`config.mk`:
```
export PLATFORM = sky130hd
export DESIGN_NAME = mux_bus_pio
export DESIGN_NICKNAME = d
export VERILOG_FILES = /design/src/rtl/mux_bus_pio.sv
export SDC_FILE = /design/constraint.sdc
export NUM_CORES = 1
export LEC_CHECK = 0
export ABC_AREA = 1
export BUFFER_PORTS_ARGS = -buffer_cell sky130_fd_sc_hd__buf_2
export CELL_PAD_IN_SITES_DETAIL_PLACEMENT = 0
export CELL_PAD_IN_SITES_GLOBAL_PLACEMENT = 1
export CORE_MARGIN = 4
export CORE_UTILIZATION = 32
export DETAILED_ROUTE_END_ITERATION = 12
export PLACE_DENSITY_LB_ADDON = 0.2
export SLEW_MARGIN = 30
export SYNTH_ARGS = -nofsm -noshare
export SYNTH_HDL_FRONTEND = slang
export SYNTH_SLANG_ARGS = --single-unit
export TNS_END_PERCENT = 1
```
`constraint.sdc`:
```
create_clock -name clk -period 1.5 [get_ports clk]
set_input_delay 0.3 -clock clk [delete_from_list [all_inputs] [get_ports clk]]
set_output_delay 0.3 -clock clk [all_outputs]
set_load 0.1 [all_outputs]
```
`src/rtl/mux_bus_pio.sv`:
```
module mux_bus_pio (
  input  logic       clk,
  input  logic       rst,
  input  logic       ale,
  input  logic [7:0] ad_in,
  input  logic [7:0] addr_hi,
  input  logic       rd,
  input  logic       wr,
  output logic [7:0] ad_out,
  output logic       ad_oe,
  output logic       ram_cs,
  output logic       io_cs,
  input  logic [7:0] pa_in,
  output logic [7:0] pa_out,
  output logic [7:0] pa_oe,
  input  logic [7:0] pb_in,
  output logic [7:0] pb_out,
  output logic [7:0] pb_oe,
  input  logic [7:0] pc_in,
  output logic [7:0] pc_out,
  output logic [7:0] pc_oe
);

  logic [7:0] lo_q, wdat_q;
  logic       wr_q;
  logic       a_in, b_in, cu_in, cl_in;
  logic [7:0] a_lat, b_lat, c_lat;
  logic [7:0] a_smp, b_smp, c_smp;

  always_ff @(posedge clk) begin
    if (rst) lo_q <= 8'h00;
    else if (ale) lo_q <= ad_in;
  end

  wire io_sel = (addr_hi == 8'h80) && (lo_q[7:2] == 6'd0);
  assign io_cs  = io_sel;
  assign ram_cs = ~addr_hi[7];

  always_ff @(posedge clk) begin
    if (rst) begin
      wr_q   <= 1'b0;
      wdat_q <= 8'h00;
    end else begin
      wr_q <= wr;
      if (wr) wdat_q <= ad_in;
    end
  end

  wire wr_fall = wr_q & ~wr;
  wire commit  = wr_fall & io_sel;

  always_ff @(posedge clk) begin
    if (rst) begin
      a_smp <= 8'h00;
      b_smp <= 8'h00;
      c_smp <= 8'h00;
    end else begin
      a_smp <= pa_in;
      b_smp <= pb_in;
      c_smp <= pc_in;
    end
  end

  always_ff @(posedge clk) begin
    if (rst) begin
      a_in  <= 1'b1;
      b_in  <= 1'b1;
      cu_in <= 1'b1;
      cl_in <= 1'b1;
      a_lat <= 8'h00;
      b_lat <= 8'h00;
      c_lat <= 8'h00;
    end else if (commit) begin
      case (lo_q[1:0])
        2'd0: a_lat <= wdat_q;
        2'd1: b_lat <= wdat_q;
        2'd2: c_lat <= wdat_q;
        default: begin
          if (wdat_q[7]) begin
            a_in  <= wdat_q[4];
            cu_in <= wdat_q[3];
            b_in  <= wdat_q[1];
            cl_in <= wdat_q[0];
            a_lat <= 8'h00;
            b_lat <= 8'h00;
            c_lat <= 8'h00;
          end else begin
            c_lat[wdat_q[3:1]] <= wdat_q[0];
          end
        end
      endcase
    end
  end

  assign pa_out = a_lat;
  assign pb_out = b_lat;
  assign pc_out = c_lat;
  assign pa_oe  = {8{~a_in}};
  assign pb_oe  = {8{~b_in}};
  assign pc_oe  = {{4{~cu_in}}, {4{~cl_in}}};

  wire [7:0] ctrl_rd = {1'b1, 2'b00, a_in, cu_in, 1'b0, b_in, cl_in};

  always_comb begin
    case (lo_q[1:0])
      2'd0:    ad_out = a_in ? a_smp : a_lat;
      2'd1:    ad_out = b_in ? b_smp : b_lat;
      2'd2:    ad_out = {cu_in ? c_smp[7:4] : c_lat[7:4], cl_in ? c_smp[3:0] : c_lat[3:0]};
      default: ad_out = ctrl_rd;
    endcase
  end

  assign ad_oe = rd & io_sel;

  p_sel_exclusive_r3: assert property (@(posedge clk) disable iff (rst)
    !(ram_cs && io_cs));

  p_reset_hiz_r4: assert property (@(posedge clk) disable iff (rst)
    $past(rst) |-> (pa_oe == 8'h00 && pb_oe == 8'h00 && pc_oe == 8'h00 && pc_out == 8'h00));

  p_mode_clears_r7: assert property (@(posedge clk) disable iff (rst)
    (commit && lo_q[1:0] == 2'd3 && wdat_q[7]) |=> (pa_out == 8'h00 && pb_out == 8'h00 && pc_out == 8'h00));

  p_bsr_keeps_dir_r6: assert property (@(posedge clk) disable iff (rst)
    (commit && lo_q[1:0] == 2'd3 && !wdat_q[7]) |=> ($stable(pa_oe) && $stable(pb_oe) && $stable(pc_oe)));

  p_idle_no_change_r9: assert property (@(posedge clk) disable iff (rst)
    !commit |=> ($stable(pa_out) && $stable(pb_out) && $stable(pc_out) && $stable(pc_oe) && $stable(pa_oe)));

  p_read_gate_r10: assert property (@(posedge clk) disable iff (rst)
    !rd |-> !ad_oe);

endmodule

```
=== Word level (Yosys, flattened, before mapping) ===
Cells that the tools add are included.
Widths: inputs -> output; s select.

* Flip-flop bits (word level): 69
* Latch bits: 0
* Memory bits (writable): 0
* Bits in read-only memories: 0
* Input bits: 45
* Memories kept: 0

* Add/subtract/negate cells: 0
* Multiply operators: 0
* Div/mod/pow operators: 0
* $lt $le $gt $ge: 2
* Equal/unequal tests: 3
* Shift-type cells: 0
* Mux-type cells: 13
* Bitwise logic cells: 13
* Reductions and logical operators: 14

{| class="wikitable"
|+ Operators with widths
! operator !! count
|-
| $pmux 8 s2 || 3
|-
| $mux 8 || 4
|-
| $pmux 8 s3 || 1
|-
| $not 1->1 || 10
|-
| $reduce_and 3->1 || 3
|-
| $bwmux 8 || 1
|-
| $eq 8x8->1 const B || 1
|-
| $mux 4 || 2
|-
| $logic_not 6->1 || 1
|-
| $reduce_or 2->1 || 3
|-
| $lt 3x4->1 const B || 1
|-
| $reduce_bool 2->1 || 2
|-
| $and 1x1->1 || 3
|-
| $demux 1 s3 || 1
|-
| $ge 3x1->1 const B || 1
|-
| $reduce_or 3->1 || 1
|-
| $eq 2x1->1 const B || 1
|-
| $eq 2x2->1 const B || 1
|-
| $logic_and 1x1->1 || 2
|-
| $logic_not 2->1 || 1
|-
| $reduce_and 2->1 || 1
|-
| $mux 1 || 1
|}

=== Logic depth before layout (Yosys ltp) ===
Gate-level depths: netlist of run 1.

* Word-level depth: 7
* Depth in mapped cells: 10
* Depth with buffers taken out: 9

=== Worst setup path after synthesis of run 1 ===
No wires, ideal clock.

* Path type: reg2out
* Start point: register b_in
* End point: output ad_out[1]
* Arrival time: 3.745 ns
* Required time: 1.200 ns
* Slack: -2.545 ns
* Cell stages (with the launch flop): 4
* Cell sequence: dfxtp_1 buf_2 clkinv_1 o21ai_0

* Cells in the longest elaborated chain, start to end: 2

{| class="wikitable"
|+ Ends and longest elaborated chain
! what !! line !! source
|-
| from (decl) || 26 || <nowiki>logic a_in, b_in, cu_in, cl_in;</nowiki>
|-
| from (signal assigned) || 82 || <nowiki>b_in <= wdat_q[1];</nowiki>
|-
| $mux 8 || 107 || <nowiki>2'd1: ad_out = b_in ? b_smp : b_lat;</nowiki>
|-
| $pmux 8 s3 * || 105 || <nowiki>case (lo_q[1:0])</nowiki>
|-
| to (decl) || 9 || <nowiki>output logic [7:0] ad_out,</nowiki>
|}

Mark *: on every way between the ends. The rest lies on a longest branch, timed or not.

=== Worst setup path in the final report of run 1 ===
* Start point: register lo_q[1]
* End point: output ad_out[3]

* Cells in the longest elaborated chain, start to end: 2
* Elaborated cells on any way between the ends: 4

{| class="wikitable"
|+ Ends and longest elaborated chain
! what !! line !! source
|-
| from (decl) || 24 || <nowiki>logic [7:0] lo_q, wdat_q;</nowiki>
|-
| from (signal assigned) || 32 || <nowiki>else if (ale) lo_q <= ad_in;</nowiki>
|-
| $eq 2x2->1, or another cell as far along || 105 ||
|-
| $pmux 8 s3 * || 105 ||
|}

Marks and branches as above.

==> summary.txt, run 1 <==
total track usage -> 18.2%
fraction of layout cells with a size suffix above 1 -> 40.5%
die height -> 111 um
post-synthesis mux area share -> 0%
CTS clk-pin slew, worst paths -> 0.07 ns
RD Place Congestion -> 0.831
XOR/XNOR share of the synthesized area -> 0%
non-filler instance count after layout -> 751
Mapped Nets -> 534
first-pass GRT wire length -> 17.9 mm
Worst Setup SP -> lo_q[1]
Min Clock Period, post-route -> 2.04 ns
fmax -> 491 MHz
Cell Area, Placed -> 4590 um^2
Final Hold Viols -> 0
clock skew -> 0.00903 ns
asr flop ratio synth -> 0%
relative slew slack -> 51.4%
WHS -> 0.154 ns
clock root cell -> clkbuf_8
outcome -> finished, violations left
H-Tree Depth -> 3
die width -> 111 um
largest net degree at the start of global routing -> 42
Cells after DPL -> 731
slowest CP cell -> dfxtp_4
CP Cell Sequence -> inv_4 -> ha_4 -> o21ai_2 -> o22ai_2 -> nor2_2 -> a21oi_4 -> buf_12
Worst Hold Class -> primary input to register
io pins -> 104
register bit count reported by yosys -> 69
vias in the first global route -> 3434
MaxCap Viol Count -> 0
arrival time at the worst endpoint -> 1.74 ns
RSZ-0062 raised after global routing -> true
failing checks -> setup timing
dpl ws -> -0.365 ns
total gr overflow -> 0
TritonCTS buffer count -> 9
highest cell delay on the worst timing path -> 0.37 ns
area of the multi-input gates -> 1700 um^2
period utilization -> 136%
Mean Syn Cell Area -> 6.96 um^2
P per Cell Area -> 861 nW/um^2
vias -> 3546
core area -> 10300 um^2
CP Class -> register to primary output
fin util -> 49.8%
final net count -> 659
Final ANT Viol Nets -> 0
Post-synth EDFFs -> 0
Slew Limit Fails -> 0
fin area -> 5120 um^2
Via density -> 4.72
post-synthesis compound-gate area fraction -> 16.0%
final setup violation count -> 54
worst setup margin -> -0.537 ns
worst-margin pin slew -> 0.725 ns
Setup TNS Final -> -8.81 ns
IO Port Bufs -> 103
row count -> 37
DRC viols -> 0
Hold Startpoint -> pc_in[6]
peak supply drop -> 0.464 mV
Area Overhead vs Synth -> 51.7%
CTS tree -> built
Power Total -> 4.41 mW
Routed WL -> 11.2 mm
clock buffer depth -> 2
CP startpoint kind -> register
Worst-Skew Late Latency -> 0.35 ns
Crit Path Max Fanout -> 7
yosys synthesis warning count -> 0
unique cell type count in the Yosys netlist -> 29
Mapped Cells -> 485
routed len/inst -> 14.9 um
Post-Synth Simple-Gate Area -> 27.0%
Seq/Total Area, Yosys -> 40.9%
Top FF cell, synth -> dfxtp_1
number of antenna violations at the first check in global routing -> 0
Pleak -> 2.38 nW
main combinational cell family by area after synthesis -> simple AND/OR/NAND/NOR gates
Ant. Diodes -> 0
CP required -> 1.20 ns
Mapped Area -> 3380 um^2
total iterations of the first detailed-routing run -> 4
starting density of the core -> 32.8%
Fillers -> 1042
adder-cell share of the synthesized area -> 1.48%
crit end category -> primary output
reg2reg start -> lo_q[1]
HPWL after detailed placement -> 8.39 mm
# clock sinks -> 69
initial DRC count -> 158
Register Area -> 1420 um^2
die area -> 12300 um^2
-- path summary, 6_finish.rpt --
| path | endpoint | slack, ns | depth (start not counted) |
|---|---|---|---|
| min reg2reg | pb_out[2] | 0.49 | 2 |
| max | ad_out[3] | -0.54 | 7 |
| max reg2reg | pb_out[3] | -0.28 | 11 |
| min | c_smp[6] | 0.15 | 3 |
-- final cells by class --
type,instances,share of cell area (%)
Inverter,64,5.40
Timing Repair Buffer,154,26.5
Sequential cell,69,27.7
Clock buffer,10,2.69
Clock inverter,6,1.20
Tap cell,136,3.32
Multi-Input combinational cell,312,33.2
-- power by group --
group / internal, mW / switching (mW) / total, mW
sequential: 1.89 / 0.0422 / 1.93
clock: 0.808 / 0.737 / 1.54
combinational: 0.360 / 0.570 / 0.930
total: 3.06 / 1.35 / 4.41
-- synthesized netlist by cell type (3+ instances only) --
cell type  number  area share, %
buf_2           5           0.74
buf_4          20            4.4
clkinv_1        4           0.44
nand2_1        63            7.0
o21ai_0        44            6.5
a21oi_2         3           0.78
inv_1          58            6.4
nand3_1        23            3.4
o221ai_1        5            1.3
nor2_1         99             11
clkbuf_1       12            1.3
buf_6           3            1.0
a21oi_1        36            5.3
dfxtp_1        69             41
nand4_1        17            3.2
ha_1            4            1.5
-- flip-flops by register name (all words and copies together) (netlist names) --
register  flops
a_smp         8
b_smp         8
c_smp         8
lo_q          8
pa_out        8
pb_out        8
pc_out        8
wdat_q        8
a_in          1
b_in          1
cl_in         1
cu_in         1
wr_q          1
-- repair_timing --
item | CTS | global route
setup buffers | 3 | 1
hold buffers | 0 | 0
pin swaps | 13 | 7
endpoints found under the hold margin | 0 | 0
gates resized for setup | 84 | 25
setup endpoints to repair | 65 | 64
-- worst max-delay path, delay by kind of cell (launching register included) --
family | cells | cell delay, ns
AOI/OAI and AO/OA | 3 | 0.46
buffers and inverters | 2 | 0.27
and+or+nand+nor | 1 | 0.07
DFF | 1 | 0.37
adders and majority gates | 1 | 0.20
-- cell families (layout without fill, tap and decap cells) --
| group | count (synthesis) | in the layout |
|---|---|---|
| compound gates | 95 | 95 |
| flops | 69 | 69 |
| simple gates | 213 | 213 |
| buf+inv | 104 | 234 |
| fa+ha+maj | 4 | 4 |
-- cells in the final DEF (no fill, tap or decap), drive strengths merged, types with 2 or more instances in the layout --
master,count
a22oi,2
clkinv,6
a21oi,41
o21ai,44
buf,152
inv,56
clkbuf,12
clkinvlp,7
ha,4
o22ai,2
nor2,103
nand4,17
nand3,24
or2,3
dfxtp,69
o221ai,5
nand2,63
-- per-layer routing --
layer	routed length [um]	global-route usage, %
met5	0	0
met3	572	5.19
met4	248	5.99
met1	4940	23.3
met2	5420	29.4
No activity file was read; power rests on OpenSTA's default activity.
==> run 2, diff against run 1 <==
==> constraint.sdc (replaced) <==
create_clock -name clk -period 1.5 [get_ports clk]
set_input_delay 0.225 -clock clk [delete_from_list [all_inputs] [get_ports clk]]
set_output_delay 0.225 -clock clk [all_outputs]
set_load 0.1 [all_outputs]
==> summary.txt, run 2 (synthesis results as in run 1) <==
Ant. Diodes -> 0 (unchanged)
worst setup margin -> -0.452 ns (was -0.537 ns)
CP most frequent cell -> inv_4
H-Tree Depth -> 3 (unchanged)
Worst Hold Class -> primary input to register (unchanged)
area of the multi-input gates -> 1690 um^2 (was 1700 um^2)
Via density -> 4.66 (was 4.72)
sequential cell fraction of total power -> 42.1% (was 43.9%)
CTS clk-pin slew, worst paths -> 0.07 ns (about the same)
Pleak -> 2.44 nW (was 2.38 nW)
total gr overflow -> 0 (unchanged)
total track usage -> 17.5% (was 18.2%)
DRC viols -> 0 (unchanged)
fin util -> 50.6% (was 49.8%)
vias in the first global route -> 3358 (was 3434)
highest cell delay on the worst timing path -> 0.38 ns (was 0.37 ns)
period utilization -> 130% (was 136%)
Worst-Skew Late Latency -> 0.34 ns (was 0.35 ns)
dpl ws -> -0.365 ns (about the same)
Fillers -> 1026 (was 1042)
peak supply drop -> 0.455 mV (was 0.464 mV)
Register Area -> 1420 um^2 (about the same)
Min Clock Period, post-route -> 1.95 ns (was 2.04 ns)
relative slew slack -> 52.5% (was 51.4%)
P_int -> 3.28 mW (was 3.06 mW)
Area Overhead vs Synth -> 54.1% (was 51.7%)
io pins -> 104 (unchanged)
fraction of layout cells with a size suffix above 1 -> 39.7% (was 40.5%)
RSZ-0062 raised after global routing -> true (unchanged)
failing checks -> setup timing (unchanged)
top cell family by delay on the critical path -> buffers and inverters (was compound AO/OA/AOI/OAI gates)
Crit Path Max Fanout -> 8 (was 7)
RD Place Congestion -> 0.847 (was 0.831)
CTS tree -> built (unchanged)
core area -> 10300 um^2 (unchanged)
die width -> 111 um (unchanged)
number of antenna violations at the first check in global routing -> 0 (unchanged)
most frequent cells in the layout -> nor2_1 (93), buf_2 (68), nand2_1 (60) (was nor2_1 (91), nand2_1 (59), buf_2 (59))
clock root cell -> clkbuf_8 (unchanged)
Clock power frac -> 37.5% (was 35.0%)
final net count -> 663 (was 659)
Routed WL -> 10.8 mm (was 11.2 mm)
P per Cell Area -> 883 nW/um^2 (was 861 nW/um^2)
Final ANT Viol Nets -> 0 (unchanged)
MaxCap Viol Count -> 0 (unchanged)
fmax -> 512 MHz (was 491 MHz)
final setup violation count -> 34 (was 54)
CP Cell Sequence -> inv_4 -> ha_4 -> inv_4 -> nor2_1 -> o21ai_1 -> o221ai_1 -> nand2_1 -> clkinvlp_4 -> buf_12 (was inv_4 -> ha_4 -> o21ai_2 -> o22ai_2 -> nor2_2 -> a21oi_4 -> buf_12)
# clock sinks -> 69 (unchanged)
total iterations of the first detailed-routing run -> 5 (was 4)
row count -> 37 (unchanged)
CP startpoint kind -> register (unchanged)
most common cell after layout, fill and taps aside -> nor2_1 (unchanged)
worst-margin pin slew -> 0.708 ns (was 0.725 ns)
vias -> 3521 (was 3546)
die height -> 111 um (unchanged)
CP required -> 1.27 ns (was 1.20 ns)
buffer and inverter count on the worst path -> 4 (was 2)
arrival time at the worst endpoint -> 1.73 ns (was 1.74 ns)
initial DRC count -> 78 (was 158)
first-pass GRT wire length -> 17.5 mm (was 17.9 mm)
Sw Share -> 28.5% (was 30.6%)
die area -> 12300 um^2 (unchanged)
combinational power share -> 20.4% (was 21.1%)
largest net degree at the start of global routing -> 42 (unchanged)
cts hold-fix bufs -> 0 (unchanged)
CP Class -> register to primary output (unchanged)
routed len/inst -> 14.3 um (was 14.9 um)
Slew Limit Fails -> 0 (unchanged)
outcome -> finished, violations left (unchanged)
TritonCTS buffer count -> 9 (unchanged)
slowest CP cell -> dfxtp_4 (unchanged)
Final Hold Viols -> 0 (unchanged)
net load switching power -> 1.31 mW (was 1.35 mW)
IO Port Bufs -> 103 (unchanged)
starting density of the core -> 32.8% (unchanged)
crit end category -> primary output (unchanged)
clock skew -> 0.00708 ns (was 0.00903 ns)
HPWL after detailed placement -> 8.34 mm (was 8.39 mm)
r2r setup slk -> -0.13 ns (was -0.28 ns)
clock buffer depth -> 2 (unchanged)
## run 2: timing repair
item,4_1_cts,5_1_grt
pin swaps,19,8
setup buffers,5,3
gates resized for setup,70,16
setup endpoints to repair,55,54
## run 2: per-stage QoR
stage                     hold slack (ns)  instances  area (um^2)  total power [mW]  setup TNS, ns
after floorplan                     0.332        485         3490              2.48          -5.63
after detailed placement            0.434        731         4680              2.83          -7.74
after global routing               0.0675        755         5200              4.79          -9.21
final                              0.0812        755         5200              4.59          -5.69
after global placement              0.434        731         4680              2.83          -6.51
after CTS                          0.0673        752         5130              4.62          -4.67
## run 2: worst register-to-register path, cell delays in order (launching register included)
cell and delay (ns):
dfxtp_4 0.37, buf_4 0.14, ha_4 0.18, buf_4 0.15, buf_6 0.13, nor2_4 0.11, buf_4 0.15, o21ai_1 0.09
a21oi_1 0.15, nor2_1 0.06
## run 2: layout make-up
cell class / count / share of cell area, %
clock buffer: 12 / 2.98
multi-input combinational: 312 / 32.4
clock inverter: 4 / 1.35
inverter: 64 / 5.41
timing repair buffer: 158 / 27.3
sequential: 69 / 27.3
tap: 136 / 3.27
## run 2: worst paths after layout
path                   from   endpoint  cells past startpoint
hold / removal     pc_in[5]   c_smp[5]                      3
setup / recovery    lo_q[0]  ad_out[2]                      9
setup reg to reg    lo_q[1]  pc_out[1]                      9
hold reg to reg   pb_out[6]  pb_out[6]                      2
## run 2: metal layers
metal / vias to the layer above / global-route usage [%] / wire length [um]
met5: - / 0 / 0
met4: 0 / 3.28 / 72
met3: 10 / 4.53 / 468
met2: 87 / 29.2 / 5280
met1: 1620 / 23.0 / 5000
li1: 1804 / - / -
## run 2: power by group through the flow
stage / clock network (mW) / logic [mW] / registers, mW
after floorplan: 0 / 0.525 / 1.96
after global placement: 0 / 0.857 / 1.97
after detailed placement: 0 / 0.860 / 1.97
after CTS: 1.77 / 0.926 / 1.93
after global routing: 1.84 / 1.01 / 1.94
final: 1.72 / 0.937 / 1.93
==> run 3, diff against run 2 <==
--- a/config.mk
+++ b/config.mk
@@ -10,9 +10,10 @@
 export CELL_PAD_IN_SITES_DETAIL_PLACEMENT = 0
 export CELL_PAD_IN_SITES_GLOBAL_PLACEMENT = 1
 export CORE_MARGIN = 4
-export CORE_UTILIZATION = 32
+export CORE_UTILIZATION = 38
 export DETAILED_ROUTE_END_ITERATION = 12
 export PLACE_DENSITY_LB_ADDON = 0.2
+export RECOVER_POWER = 25
 export SLEW_MARGIN = 30
 export SYNTH_ARGS = -nofsm -noshare
 export SYNTH_HDL_FRONTEND = slang
==> constraint.sdc (replaced) <==
create_clock -name clk -period 2.5 [get_ports clk]
set_input_delay 0.375 -clock clk [delete_from_list [all_inputs] [get_ports clk]]
set_output_delay 0.375 -clock clk [all_outputs]
set_load 0.1 [all_outputs]
==> summary.txt, run 3 (synthesis results as in run 1) <==
CP startpoint kind -> register (unchanged)
CP Cell Sequence -> inv_1 -> ha_2 -> o21ai_0 -> o21ai_0 -> nor2_1 -> a21oi_2 -> buf_12 (was inv_4 -> ha_4 -> inv_4 -> nor2_1 -> o21ai_1 -> o221ai_1 -> nand2_1 -> clkinvlp_4 -> buf_12)
total track usage -> 19.3% (was 17.5%)
starting density of the core -> 38.9% (was 32.8%)
vias -> 3348 (was 3521)
Clock power frac -> 32.8% (was 37.5%)
slowest CP cell -> dfxtp_1 (was dfxtp_4)
Ant. Diodes -> 0 (unchanged)
Slew Limit Fails -> 42 (was 0)
combinational power share -> 18.9% (was 20.4%)
P per Cell Area -> 580 nW/um^2 (was 883 nW/um^2)
Area Overhead vs Synth -> 23.5% (was 54.1%)
relative slew slack -> -17.9% (was 52.5%)
arrival time at the worst endpoint -> 1.97 ns (was 1.73 ns)
vias in the first global route -> 3076 (was 3358)
routed len/inst -> 14.4 um (was 14.3 um)
die area -> 10500 um^2 (was 12300 um^2)
# clock sinks -> 69 (unchanged)
failing checks -> capacitance limit, slew limit (was setup timing)
Final Hold Viols -> 0 (unchanged)
most common cell after layout, fill and taps aside -> nor2_1 (unchanged)
cts hold-fix bufs -> 0 (unchanged)
Sw Share -> 29.9% (was 28.5%)
Worst Hold Class -> primary input to register (unchanged)
outcome -> finished, violations left (unchanged)
die height -> 102 um (was 111 um)
final setup violation count -> 0 (was 34)
net load switching power -> 0.724 mW (was 1.31 mW)
PostCTS Resize Cnt -> 2 (was 70)
Via density -> 4.93 (was 4.66)
Pleak -> 2.13 nW (was 2.44 nW)
dpl ws -> 0.254 ns (was -0.365 ns)
initial DRC count -> 233 (was 78)
fraction of layout cells with a size suffix above 1 -> 25.7% (was 39.7%)
clock root cell -> clkbuf_8 (unchanged)
fin util -> 48.0% (was 50.6%)
highest cell delay on the worst timing path -> 0.33 ns (was 0.38 ns)
DRC viols -> 0 (unchanged)
post-CTS setup buffers -> 0 (was 5)
final net count -> 617 (was 663)
CP Class -> register to primary output (unchanged)
RSZ-0062 raised after global routing -> false (was true)
CTS clk-pin slew, worst paths -> 0.07 ns (about the same)
die width -> 102 um (was 111 um)
Power Total -> 2.42 mW (was 4.59 mW)
number of antenna violations at the first check in global routing -> 0 (unchanged)
io pins -> 104 (unchanged)
clock skew -> 0.00619 ns (was 0.00708 ns)
HPWL after detailed placement -> 7.47 mm (was 8.34 mm)
core area -> 8680 um^2 (was 10300 um^2)
top cell family by delay on the critical path -> compound AO/OA/AOI/OAI gates (was buffers and inverters)
H-Tree Depth -> 3 (unchanged)
fmax -> 426 MHz
RD Place Congestion -> 0.836 (was 0.847)
crit end category -> primary output (unchanged)
Final ANT Viol Nets -> 0 (unchanged)
total gr overflow -> 0 (unchanged)
CTS tree -> built (unchanged)
CP required -> 2.12 ns (was 1.27 ns)
CP most frequent cell -> o21ai_0 (was inv_4)
IO Port Bufs -> 103 (unchanged)
buffer and inverter count on the worst path -> 2 (was 4)
row count -> 34 (was 37)
sequential cell fraction of total power -> 48.3% (was 42.1%)
MaxCap Viol Count -> 1 (was 0)
clock buffer depth -> 2 (unchanged)
Fillers -> 938 (was 1026)
worst setup margin -> 0.151 ns (was -0.452 ns)
peak supply drop -> 0.343 mV (was 0.455 mV)
Crit Path Max Fanout -> 9 (was 8)
most frequent cells in the layout -> nor2_1 (99), buf_2 (94), dfxtp_1 (69) (was nor2_1 (93), buf_2 (68), nand2_1 (60))
total iterations of the first detailed-routing run -> 5 (unchanged)
worst-margin pin slew -> 1.77 ns (was 0.708 ns)
TritonCTS buffer count -> 9 (unchanged)
Min Clock Period, post-route -> 2.35 ns
period utilization -> 94.0%
Worst-Skew Late Latency -> 0.34 ns (about the same)
P_int -> 1.69 mW (was 3.28 mW)
Routed WL -> 9.75 mm (was 10.8 mm)
largest net degree at the start of global routing -> 42 (unchanged)
first-pass GRT wire length -> 15.7 mm (was 17.5 mm)
==> run 3: area by class of cell <==
cell class | instances | area [um^2] | area share (%)
clock buffer | 12 | 155 | 3.72
multi-input combinational | 312 | 1540 | 37.0
sequential | 69 | 1380 | 33.1
tap | 108 | 135 | 3.24
clock inverter | 2 | 10.0 | 0.240
timing repair buffer | 112 | 702 | 16.8
inverter | 64 | 243 | 5.82
==> run 3: power groups by stage <==
stage | sequential (mW) | clock, mW | combinational (mW)
global placement | 1.19 | 0 | 0.453
floorplan | 1.18 | 0 | 0.305
finish | 1.17 | 0.792 | 0.456
CTS | 1.17 | 0.821 | 0.458
global route | 1.17 | 0.871 | 0.496
detailed placement | 1.19 | 0 | 0.454
==> run 3: per-stage QoR <==
step | setup TNS [ns] | instances | hold WS (ns) | area, um^2
finish | 0 | 679 | 0.239 | 4170
global placement | 0 | 665 | 0.470 | 4000
CTS | 0 | 679 | 0.225 | 4170
floorplan | -0.200 | 485 | 0.455 | 3410
detailed placement | 0 | 665 | 0.483 | 4000
global route | 0 | 679 | 0.226 | 4170
==> run 3: worst register-to-register path, stage by stage (launching register included) <==
cell and delay [ns]:
dfxtp_1 0.36, inv_1 0.09, ha_2 0.30, inv_1 0.16, nand2_1 0.10, a21oi_4 0.24
nand4_1 0.34, nand2_1 0.16, a21oi_1 0.07
==> run 3: per-layer routing <==
metal	global-route usage, %	wire length [um]	up-vias
met5	0	0	-
met4	4.24	100	0
met3	5.12	589	10
met2	31.2	4600	95
met1	25.9	4460	1539
li1	-	-	1704
==> run 3: worst paths after layout <==
check,start,endpoint,cells after the start,slack [ns]
setup / recovery,lo_q[0],ad_out[3],7,0.15
hold / removal,pb_in[0],b_smp[0],3,0.24
setup reg to reg,lo_q[0],pb_out[0],8,0.49
hold reg to reg,pa_out[5],pa_out[5],2,0.50
